==> config.mk <==
export PLATFORM = sky130hd
export DESIGN_NAME = clkpm_ctrl
export DESIGN_NICKNAME = d
export VERILOG_FILES = /design/src/rtl/clkpm_pkg.sv /design/src/rtl/clkpm_phase.sv /design/src/rtl/clkpm_mode.sv /design/src/rtl/clkpm_baud.sv /design/src/rtl/clkpm_pscl.sv /design/src/rtl/clkpm_ctrl.sv
export SDC_FILE = /design/constraint.sdc
export NUM_CORES = 1
export LEC_CHECK = 0
export ABC_AREA = 1
export BUFFER_PORTS_ARGS = -buffer_cell sky130_fd_sc_hd__buf_2
export CORE_MARGIN = 2
export CORE_UTILIZATION = 35
export CTS_CLUSTER_SIZE = 20
export DETAILED_ROUTE_END_ITERATION = 8
export GPL_TIMING_DRIVEN = 0
export PLACE_DENSITY_LB_ADDON = 0.1
export SLEW_MARGIN = 30
export SYNTH_ARGS = -nofsm -noshare
export SYNTH_HDL_FRONTEND = slang
export SYNTH_SLANG_ARGS = --single-unit
==> constraint.sdc <==
create_clock -name clk_in -period 2.38 [get_ports clk_in]
set_input_delay 0.476 -clock clk_in [delete_from_list [all_inputs] [get_ports clk_in]]
set_output_delay 0.476 -clock clk_in [all_outputs]
set_load 0.1 [all_outputs]
==> src/rtl/clkpm_pkg.sv <==
package clkpm_pkg;
   typedef enum logic [1:0] {
      PM_RUN  = 2'b00,
      PM_IDLE = 2'b01,
      PM_DOWN = 2'b10
   } pm_mode_e;

   localparam logic SEL_DIV  = 1'b0;
   localparam logic SEL_MODE = 1'b1;
endpackage

==> src/rtl/clkpm_phase.sv <==
// Divides the input clock by two: tick is high on every second input cycle.
module clkpm_phase (
   input  logic clk_in,
   input  logic rst_n,
   output logic tick
);
   logic ph_q;

   always_ff @(posedge clk_in) begin
      if (!rst_n) ph_q <= 1'b0;
      else        ph_q <= ~ph_q;
   end

   assign tick = ph_q;
endmodule

==> src/rtl/clkpm_mode.sv <==
// Mode request register and boundary-aligned mode state.
module clkpm_mode
   import clkpm_pkg::*;
(
   input  logic     clk_in,
   input  logic     rst_n,
   input  logic     tick,
   input  logic     wr_mode,
   input  logic [1:0] wr_code,
   input  logic     wake,
   output pm_mode_e mode_q,
   output pm_mode_e mode_d
);
   pm_mode_e req_q, req_d;
   logic     code_ok;

   assign code_ok = (wr_code != 2'b11);

   always_comb begin
      if (wake)                   req_d = PM_RUN;
      else if (wr_mode && code_ok) req_d = pm_mode_e'(wr_code);
      else                        req_d = req_q;
   end

   always_comb begin
      if (tick) mode_d = wake ? PM_RUN : req_q;
      else      mode_d = mode_q;
   end

   always_ff @(posedge clk_in) begin
      if (!rst_n) begin
         req_q  <= PM_RUN;
         mode_q <= PM_RUN;
      end else begin
         req_q  <= req_d;
         mode_q <= mode_d;
      end
   end
endmodule

==> src/rtl/clkpm_baud.sv <==
// Baud enable: one pulse per BAUD_DIV peripheral steps.
module clkpm_baud #(
   parameter int BAUD_DIV = 2
) (
   input  logic clk_in,
   input  logic rst_n,
   input  logic step,
   output logic baud_en
);
   if (BAUD_DIV < 2) begin : g_bad
      $error("clkpm_baud: BAUD_DIV must be at least 2");
   end

   if (BAUD_DIV == 2) begin : g_toggle
      logic bt_q;
      always_ff @(posedge clk_in) begin
         if (!rst_n)    bt_q <= 1'b0;
         else if (step) bt_q <= ~bt_q;
      end
      assign baud_en = step & bt_q;
   end else begin : g_count
      localparam int BW = $clog2(BAUD_DIV);
      localparam logic [BW-1:0] LAST = BW'(BAUD_DIV - 1);
      logic [BW-1:0] cnt_q;
      logic          wrap;
      assign wrap = (cnt_q == LAST);
      always_ff @(posedge clk_in) begin
         if (!rst_n)    cnt_q <= '0;
         else if (step) cnt_q <= wrap ? '0 : cnt_q + BW'(1);
      end
      assign baud_en = step & wrap;
   end
endmodule

==> src/rtl/clkpm_pscl.sv <==
// Programmable prescaler: period of (active divisor + 2) steps,
// new divisor loaded at terminal count.
module clkpm_pscl #(
   parameter int DIV_W = 9
) (
   input  logic             clk_in,
   input  logic             rst_n,
   input  logic             step,
   input  logic [DIV_W-1:0] div_val,
   output logic             pscl_en
);
   localparam int CNT_W = DIV_W + 1;

   logic [CNT_W-1:0] cnt_q;
   logic [DIV_W-1:0] act_q;
   logic             term;

   assign term    = (cnt_q == ({1'b0, act_q} + CNT_W'(1)));
   assign pscl_en = step & term;

   always_ff @(posedge clk_in) begin
      if (!rst_n) begin
         cnt_q <= '0;
         act_q <= '0;
      end else if (step) begin
         if (term) begin
            cnt_q <= '0;
            act_q <= div_val;
         end else begin
            cnt_q <= cnt_q + CNT_W'(1);
         end
      end
   end
endmodule

==> src/rtl/clkpm_ctrl.sv <==
module clkpm_ctrl
   import clkpm_pkg::*;
#(
   parameter int DIV_W    = 9,
   parameter int BAUD_DIV = 2
) (
   input  logic             clk_in,
   input  logic             rst_n,
   input  logic             wr_en,
   input  logic             wr_addr,
   input  logic [DIV_W-1:0] wr_data,
   input  logic             wake,
   output logic             core_en,
   output logic             periph_en,
   output logic             baud_en,
   output logic             pscl_en,
   output logic             clk_out,
   output logic [1:0]       pm_mode
);
   if (DIV_W < 2 || DIV_W > 16) begin : g_bad_w
      $error("clkpm_ctrl: DIV_W must lie in 2..16");
   end

   logic             tick;
   logic             step;
   pm_mode_e         mode_q, mode_d;
   logic [DIV_W-1:0] div_q;
   logic             clkout_q;

   clkpm_phase u_phase (
      .clk_in (clk_in),
      .rst_n  (rst_n),
      .tick   (tick)
   );

   clkpm_mode u_mode (
      .clk_in  (clk_in),
      .rst_n   (rst_n),
      .tick    (tick),
      .wr_mode (wr_en && (wr_addr == SEL_MODE)),
      .wr_code (wr_data[1:0]),
      .wake    (wake),
      .mode_q  (mode_q),
      .mode_d  (mode_d)
   );

   always_ff @(posedge clk_in) begin
      if (!rst_n)                           div_q <= '0;
      else if (wr_en && wr_addr == SEL_DIV) div_q <= wr_data;
   end

   assign step      = tick && (mode_q != PM_DOWN);
   assign core_en   = tick && (mode_q == PM_RUN);
   assign periph_en = step;

   clkpm_baud #(.BAUD_DIV(BAUD_DIV)) u_baud (
      .clk_in  (clk_in),
      .rst_n   (rst_n),
      .step    (step),
      .baud_en (baud_en)
   );

   clkpm_pscl #(.DIV_W(DIV_W)) u_pscl (
      .clk_in  (clk_in),
      .rst_n   (rst_n),
      .step    (step),
      .div_val (div_q),
      .pscl_en (pscl_en)
   );

   // Pin level is registered: high in the next tick cycle unless that cycle
   // falls in powerdown.
   always_ff @(posedge clk_in) begin
      if (!rst_n) clkout_q <= 1'b0;
      else        clkout_q <= ~tick && (mode_d != PM_DOWN);
   end

   assign clk_out = clkout_q;
   assign pm_mode = mode_q;
endmodule

==> Yosys cells after proc, flatten, opt, wreduce, memory -nomap -nowiden <==
Cells that the tools add are included.
{ "classes": {"bitwise": 6, "n_mux": 3, "n_eq_ne": 4, "n_reduce_logical": 9, "multipliers": 0, "n_shift": 0, "n_lt_le_gt_ge": 0, "n_addsub": 2, "n_div": 0} }
{ "ops": {"columns": ["op", "count"], "rows": [
  ["10-bit by 1-bit adder with 10-bit output (second input constant)", 1],
  ["9-bit by 1-bit adder with 10-bit output (second input constant)", 1],
  ["10-bit equality test", 1],
  ["10-bit 2-to-1 mux", 1],
  ["1-bit logical AND", 6],
  ["2-bit inequality test (second input constant)", 3],
  ["2-bit 2-to-1 mux", 2],
  ["1-bit NOT", 4],
  ["1-bit bitwise AND", 2],
  ["2-bit logical NOT", 1],
  ["2-bit AND reduction", 1],
  ["2-bit OR reduction", 1]
]} }
{ "totals": {"inputBits": 14, "elab_cells": 32, "mem_bits_ro": 0, "mem_bits_rw": 0, "latch_bits": 0, "mem_count": 0, "ff_bits": 35, "out_inout_bits": 7} }

==> Logic depth before layout (Yosys ltp) <==
Gate-level depths: netlist of run 1.
{ "logic_depth": {"word_depth": 4, "depth_mapped": 15, "ltp_nobuf": 15} }

==> By module <==
Synthesis of run 1 repeated with hierarchy kept, for this count alone.
{ "hier_totals": {"hier_cells": 296, "area_unflattened_um2": 1881.8} }
{ "modules_own_cells": {"columns": ["mod", "cells_per_inst", "area_per_inst_um2", "n_inst"], "rows": [
  ["clkpm_pscl", 192, 1159.9, 1],
  ["clkpm_ctrl", 69, 478.0, 1],
  ["clkpm_mode", 26, 172.7, 1],
  ["clkpm_baud", 6, 41.3, 1],
  ["clkpm_phase", 3, 30.0, 1]
]} }

==> Worst setup path after synthesis of run 1 <==
No wires, ideal clock.
{ "synth_path": {"kind": "reg-to-output", "startpoint": "register u_mode.mode_q[0]", "endpoint": "output port pscl_en", "slack_ns": -1.178, "path_buffers": 1, "stages_incl_launch_ff": 6, "arrival_time_ns": 3.082, "cell_sequence": "dfxtp_1 o21ai_1 inv_1 nand3_4 buf_4 inv_1"} }
{ "synth_via": {"elab_chain_len": 3} }
{ "synth_rtl": {"columns": ["item", "line_no", "source"], "rows": [
  ["from (decl)", "clkpm_mode.sv:11", "output pm_mode_e mode_q,"],
  ["from (signal assigned)", "clkpm_mode.sv:36", "mode_q <= mode_d;"],
  ["2-bit inequality test", "clkpm_ctrl.sv:52", "assign step = tick && (mode_q != PM_DOWN);"],
  ["1-bit logical AND", "clkpm_ctrl.sv:52", null],
  ["named net periph_en", "clkpm_ctrl.sv:14", "output logic periph_en,"],
  ["1-bit bitwise AND", "clkpm_pscl.sv:19", "assign pscl_en = step & term;"],
  ["to (decl)", "clkpm_ctrl.sv:16", "output logic pscl_en,"]
]} }
The timed path passes the listed nets, and every way through them passes these cells.

==> Final worst setup path of run 1 <==
{ "layout_path": {"startpoint": "register u_pscl.act_q[1]", "endpoint": "output port pscl_en"} }
{ "layout_via": {"elab_chain_len": 3} }
{ "layout_rtl": {"columns": ["item", "line_no", "source"], "rows": [
  ["from (decl)", "clkpm_pscl.sv:15", "logic [DIV_W-1:0] act_q;"],
  ["from (signal assigned)", "clkpm_pscl.sv:28", "act_q <= div_val;"],
  ["9-bit by 1-bit adder with 10-bit output", "clkpm_pscl.sv:18", "assign term = (cnt_q == ({1'b0, act_q} + CNT_W'(1)));"],
  ["10-bit equality test", "clkpm_pscl.sv:18", null],
  ["1-bit bitwise AND", "clkpm_pscl.sv:19", null]
]} }
Every way passes these cells.

==> results of run 1 <==
[state kept, by name, indices dropped and copies added (netlist names)]
name and count:
clk_out 1, div_q 9, u_baud.g_toggle.bt_q 1, u_mode.mode_q 2
u_mode.req_q 2, u_phase.tick 1, u_pscl.act_q 9, u_pscl.cnt_q 10
[cells in the mapped netlist, types with 3 or more instances]
library cell,n
dfxtp_1,35
nor2_4,3
inv_2,3
inv_1,45
o21ai_0,14
xor2_1,4
nor2_1,56
nand2_1,76
nand4_1,6
clkinv_1,3
a21oi_1,4
nand3_1,15
[cell families after synthesis]
kind of cell / synth area share [%]
buffers and inverters: 12.2
AOI/OAI and AO/OA: 6.31
DFF: 38.4
adders and majority gates: 1.37
and+or+nand+nor: 38.9
xor gates and xnor gates: 2.88
[worst max path at each step]
stage                     slack [ps]  endpoint  cells after the start
after floorplan                 -270   pscl_en                      6
after global placement          -160   pscl_en                     13
after detailed placement        -150   pscl_en                     13
after CTS                        -20   pscl_en                     13
after global routing             -70   pscl_en                     12
final                             60   pscl_en                     12
[layer usage]
| metal | share of wire, % | wire (um) |
|---|---|---|
| met1 | 50 | 2050 |
| met2 | 46 | 1920 |
| met3 | 2.1 | 88 |
| met4 | 1.8 | 75 |
| met5 | 0 | 0 |
[power breakdown]
group / internal, mW / switching, mW / leakage, nW / total, mW
combinational: 0.0894 / 0.167 / 0.799 / 0.256
clock: 0.234 / 0.219 / 0.0482 / 0.452
sequential: 0.617 / 0.0268 / 0.290 / 0.644
[through the flow]
stage / std cells / setup WS [ps] / utilization [%] / total power, mW
finish: 386 / 60.5 / 44.0 / 1.35
global route: 386 / -68.5 / 44.0 / 1.44
detailed placement: 374 / -154 / 40.3 / 0.887
floorplan: 285 / -266 / - / 0.835
global placement: 374 / -158 / 40.3 / 0.887
CTS: 386 / -19.5 / 43.3 / 1.37
[tightest hold or removal path: cells and delay by family]
family	cells	cell delay, ps
simple gates	2	110
buf+inv	1	70
[timing repair]
action / 4_1_cts / 5_1_grt
pin swaps: 5 / 8
endpoints found under the setup margin: 1 / 1
setup buffers: 4 / 1
gates resized for setup: 11 / 13
[area by class of cell]
| cell class | instances | area [um2] |
|---|---|---|
| buffer | 4 | 23.8 |
| clock buffer | 7 | 86.3 |
| clock inverter | 1 | 5.00 |
| fill | 570 | 2840 |
| inverter | 51 | 205 |
| multi-input combinational | 194 | 963 |
| sequential | 35 | 714 |
| tap | 70 | 87.6 |
| timing repair buffer | 24 | 148 |
==> results.md, run 1 <==
- Leak Pwr: 1.14 nW
- H-tree depth: 2
- Syn avg cell area: 6.41 um2
- Total Neg Setup Slack: 0 ps
- Ys Warns: 0
- First-pass GRT wire length: 7340 um
- RSZ-0062 raised after global routing: true
- Die area: 5810 um2
- Largest net degree at the start of global routing: 12
- Critical path arrival: 1840 ps
- WHS Path Cells: 3
- Synth Cell Area: 1830 um2
- Register bit total from synthesis: 35
- Fin. Hold Viols: 0
- Final estimated routing congestion in global placement: 0.779
- Fin Clk Skew: 4.57 ps
- Main area contributors after synthesis: dfxtp_1, nand2_1, nor2_1
- Hold WC Path Type: input pin to register
- Final Setup Violations: 0
- Register area share after synthesis: 38.4%
- CP peak stage delay: 360 ps
- Status: completed
- Most used DFF post-synth: dfxtp_1
- Total GRT Usage: 15.8%
- Worst reg2reg startpoint: u_pscl.act_q[1]
- CTS buffer count: 5
- TritonCTS clock tree: yes
- Clk buf depth: 2
- Clock Sinks: 35
- Clock root cell: clkbuf_8
- Post-route ant nets: 0
- R2R Path End: u_pscl.act_q[0]
- Ports: 21
- Reg2Reg Depth: 14
- Fin crit share: 97.5%
- Critical path's top delay family: simple AND/OR/NAND/NOR gates
- Die W: 76.2 um
- Design Area, Final: ~2200 um2
- PwrDens: slightly above 600 nW/um2
- Hold slack: 408 ps
- Number of port buffers: 19
- Final #Nets: between 300 and 400
- Vias/cell: between 4 and 5
- Final HPWL DP: 3030 um
- Crit path from: u_pscl.act_q[1]
- Worst Max-Slew Pin Slew: about 590 ps
- Post-synth cell types: 26
- Initial antenna violation count: 0
- Hold path startpoint: wr_data[7]
- Crit path required time: about 1900 ps
- Crit. End Element: output pin
- Area growth, synth to finish: 22.3%
- Area fraction of the dominant cell type after synthesis: 38.4%
- Setup CP Type: register to output pin
- Total grt overflow: 0
- Met2 usage: 26.5%
- Most used cell, CP: nand2_1
- Worst R2R Setup Slack: approximately 520 ps
- Placed cell area: 2040 um2
- EDFF count, synth: 0
- Leading cell type in the layout, fill and taps excluded: nand2_1
- Clk_lat worst skew: 280 ps
- Max Cap Viol: 0
- Commonest non-fill, non-tap cells in the layout: nand2_1, nor2_1, inv_1
- VDD IR max: 0.314 mV
- F_max: 431 MHz
- N_diodes: 0
- Number of global-route vias before repair: ~1700
- Mapped Cells: approximately 290
- Slowest cell on the critical path: dfxtp_4
- Vias: 1688
- Die height: 76.2 um
- Met3 usage: 3.55%
- Largest area contributor in the synthesized netlist: dfxtp_1
- Core area: 5070 um2
- Hold Path Sink: div_q[7]
- Rows: 26
- Met1 Use GR: just under 20%
- CP Launch Type: register
- Routed Wire Length: 4140 um
- DR pass1 iterations: 4
- Worst-path fanout max: 3
- Relative slew slack: 60.6%
- Share of layout cells above drive strength 1: 20.9%
- Syn Nets: 301
- Async SR Flop Fraction: 0%
- Initial DRC Count: 60
- Final min period: between 2000 and 2500 ps
- Routed length per instance: between 10 and 15 um
- Grt peak-use layer: met2
- Number of remaining DRC errors: 0
- Fin. max-slew vios: 0
- CTS clk-pin slew, worst paths: 70 ps
- CTS Hold Bufs: 0
- Initial core utilization: a little over a third
- CP cell instances: ha_4 > inv_2 > nand2_1 > nand2_1 > nor2_1 > nand2_1 > nor2_1 > nand2_1 > nor2_4 > nand3_4 > clkinvlp_4 > buf_12
- Worst Path Buf+Inv: 3
(Power assumes the default switching activity.)
==> run 2: changes to the inputs <==
SYNTH_HIERARCHICAL = 1   (was not set)
==> results.md, run 2 <==
- Setup CP Type: register to output pin
- Clock root cell: clkbuf_8
- Post-Synth Simple-Gate Area: 41.8% (+3.0 points)
- Largest net degree at the start of global routing: 12 (unchanged)
- Mapped Cells: 296 (+3.9%)
- CP Launch Type: register
- XOR/XNOR share of the synthesized area: 5.12% (+2.2 points)
- Most used DFF post-synth: dfxtp_1
- Adder-Cell Fraction of Synth Area: 1.33% (-0.041 points)
- Relative slew slack: 67.7% (+7.1 points)
- Fin. max-slew vios: 0 (unchanged)
- Reg2Reg Depth: 9 (-5)
- PwrDens: 586 nW/um2 (-3.2%)
- Largest area contributor in the synthesized netlist: dfxtp_1
- Worst-path fanout max: 4 (+1)
- DR pass1 iterations: 4 (unchanged)
- R2R Path End: u_pscl/cnt_q[9]
- Core area: 5140 um2 (+1.3%)
- Final estimated routing congestion in global placement: 0.727 (-6.7%)
- WHS Path Cells: 4 (+1)
- Fillers: 603 (+5.8%)
- F_max: 414 MHz (-3.9%)
- Final Setup Violations: 1 (+1)
- H-tree depth: 2 (unchanged)
- Worst Path Buf+Inv: 4 (+1)
- Largest regs: u_pscl/cnt_q: 10 flops, div_q: 9 flops, u_pscl/act_q: 9 flops
- Number of global-route vias before repair: 1525 (-8.7%)
- Worst R2R Setup Slack: 320 ps (-200 ps)
- Syn Nets: 312 (+3.7%)
- Commonest non-fill, non-tap cells in the layout: nand2_1, nor2_1, inv_1
- Hold path startpoint: wake
- Initial antenna violation count: 0 (unchanged)
- Area growth, synth to finish: 21.8%
- Register area share after synthesis: 37.2% (-1.1 points)
- First-pass GRT wire length: 6510 um (-11%)
- Hold Path Sink: u_mode/req_q[0]
- Setup WS pre-CTS: -236 ps (-81.3 ps)
- Post-synthesis compound-gate area fraction: 2.53% (-3.8 points)
- Ys Warns: 6 (+6)
- Vias/cell: 4.21 (-3.7%)
- Fin. Hold Viols: 0 (unchanged)
- Die W: 77.3 um (+1.4%)
- Critical path arrival: 1940 ps (+100 ps)
- CP peak stage delay: 370 ps (about the same)
- Initial DRC Count: 65 (+8.3%)
- Number of port buffers: 20 (+1)
- CP cell instances: ha_4 > nand2_4 > nor2_2 > nand2_1 > nand2_1 > inv_1 > nor2_1 > nand2_1 > nor2_2 > nand3_2 > buf_6 > clkinvlp_4 > buf_12
- Clock Sinks: 35 (unchanged)
- Async SR Flop Fraction: 0% (unchanged)
- Rows: 26 (unchanged)
- Routed length per instance: 9.15 um (-15%)
- Number of remaining DRC errors: 0 (unchanged)
- Fin Clk Skew: 6.33 ps (+1.76 ps)
- Initial core utilization: 36.6% (+0.64 points)
- Crit path required time: 1900 ps (about the same)
- Clk buf depth: 2 (unchanged)
- Synth Cell Area: 1880 um2 (+3.1%)
- EDFF count, synth: 0 (unchanged)
- Total GRT Usage: 13.5% (-2.3 points)
- Count leader, synth: nand2_1
- Routed Wire Length: 3660 um (-12%)
- Final #Nets: 345 (+4.2%)
- Slowest cell on the critical path: dfxtp_4
- Register bit total from synthesis: 35 (unchanged)
- Crit. End Element: output pin
- Post-synthesis mux area share: 0% (unchanged)
- Main area contributors after synthesis: dfxtp_1, nand2_1, nor2_1
- Worst Max-Slew Pin Slew: 488 ps (-101 ps)
- Die area: 5980 um2 (+2.9%)
- Failing checks: setup timing
- Post-route ant nets: 0 (unchanged)
- Status: finished, violations left
- Largest family of logic cells by synthesized area: simple AND/OR/NAND/NOR gates
- N_diodes: 0 (unchanged)
- Crit path from: u_pscl/act_q[1]
- CTS clk-pin slew, worst paths: 70 ps (about the same)
- Post-synth cell types: 22 (-15%)
- Clk_lat worst skew: 290 ps (about the same)
- RSZ-0062 raised after global routing: true
- Max Cap Viol: 0 (unchanged)
- Reg with most FFs: u_pscl/cnt_q
- Ports: 21 (unchanged)
- Number of flip-flops under the largest register name: 10 (unchanged)
- Area fraction of the dominant cell type after synthesis: 37.2% (-1.1 points)
- Worst reg2reg startpoint: u_phase/tick
- Total grt overflow: 0 (unchanged)
- Post-layout util: 44.6% (+0.59 points)
- Most used cell, CP: nand2_1
- Hold slack: 449 ps (+41.4 ps)
- Most common library cells after synthesis: nand2_1, nor2_1, inv_1
- Leading cell type in the layout, fill and taps excluded: nand2_1
- Final HPWL DP: 2710 um (-11%)
- Critical path's top delay family: simple AND/OR/NAND/NOR gates
- VDD IR max: 0.336 mV (+6.9%)
- Post-route setup slack: -33.9 ps (-94.4 ps)
- CTS buffer count: 5 (unchanged)
- Fin crit share: 101% (+4.0 points)
- Leak Pwr: 1.14 nW (+0.49%)
- CTS Hold Bufs: 0 (unchanged)
- Hold WC Path Type: input pin to register
- Final min period: 2410 ps (+94.4 ps)
- TritonCTS clock tree: yes
- Vias: 1685 (-0.18%)
- Share of layout cells above drive strength 1: 21.5% (+0.63 points)
- Die height: 77.3 um (+1.4%)
- Syn avg cell area: 6.36 um2 (-0.75%)
==> run 2: changes by cell type in the layout (fill, tap and decap cells not counted), sizes merged, moves of 2 or more <==
cell,before,now
a211oi,2,0
a21oi,4,6
buf,26,30
clkbuf,9,7
clkinv,4,1
inv,46,48
nand2,78,93
nand3,18,22
nand4,6,2
nor2,60,64
nor3,1,3
o21ai,16,2
xnor2,2,4
xor2,4,7
==> run 2: per-layer routing <==
layer	part of all wire, %	global-route usage (%)
met1	51	16.8
met3	3.4	3.53
met5	0	0
met4	1.4	5.89
met2	44	22.0
==> run 2: worst max path at each step <==
stage,cells past startpoint,endpoint,slack (ps)
after global routing,13,pscl_en,-170
final,13,pscl_en,-30
after CTS,13,pscl_en,-70
after floorplan,4,pscl_en,-80
after detailed placement,13,pscl_en,-240
after global placement,13,pscl_en,-250
==> run 2: area by class of cell <==
| class | count | area (um2) | area share, % |
|---|---|---|---|
| timing repair buffer | 26 | 163 | 7.10 |
| clock inverter | 2 | 12.5 | 0.546 |
| multi-input combinational | 206 | 1010 | 43.9 |
| inverter | 50 | 195 | 8.52 |
| clock buffer | 6 | 72.6 | 3.17 |
| sequential | 35 | 711 | 31.0 |
| tap | 70 | 87.6 | 3.82 |
| buffer | 5 | 43.8 | 1.91 |
==> run 2: what timing repair did <==
item,4_1_cts,5_1_grt
hold endpoints to repair,0,0
pin swaps,6,4
endpoints found under the setup margin,1,2
gates resized for setup,17,3
buffers inserted,2,4
==> run 2: metrics by stage <==
| step | power [mW] | cell area, um2 | setup TNS [ps] | std cells |
|---|---|---|---|---|
| floorplan | 0.847 | 1910 | -77.5 | 296 |
| global placement | 0.899 | 2100 | -251 | 386 |
| detailed placement | 0.900 | 2100 | -236 | 386 |
| CTS | 1.35 | 2250 | -66.8 | 396 |
| global route | 1.43 | 2290 | -173 | 400 |
| finish | 1.34 | 2290 | -33.9 | 400 |
==> run 2: logic make-up after synthesis <==
group | Yosys count
xor+xnor | 11
simple gates | 184
buf+inv | 55
flops | 35
compound gates | 9
fa+ha+maj | 2
==> run 2: tightest hold or removal path: cells and delay by family <==
family	cells	cell delay, ps
simple gates	3	130
buf+inv	1	90
==> run 2: where the power goes <==
group	switching (mW)	total, mW	internal (mW)
Sequential	0.0284	0.645	0.617
Clock	0.217	0.422	0.204
Combinational	0.173	0.276	0.104
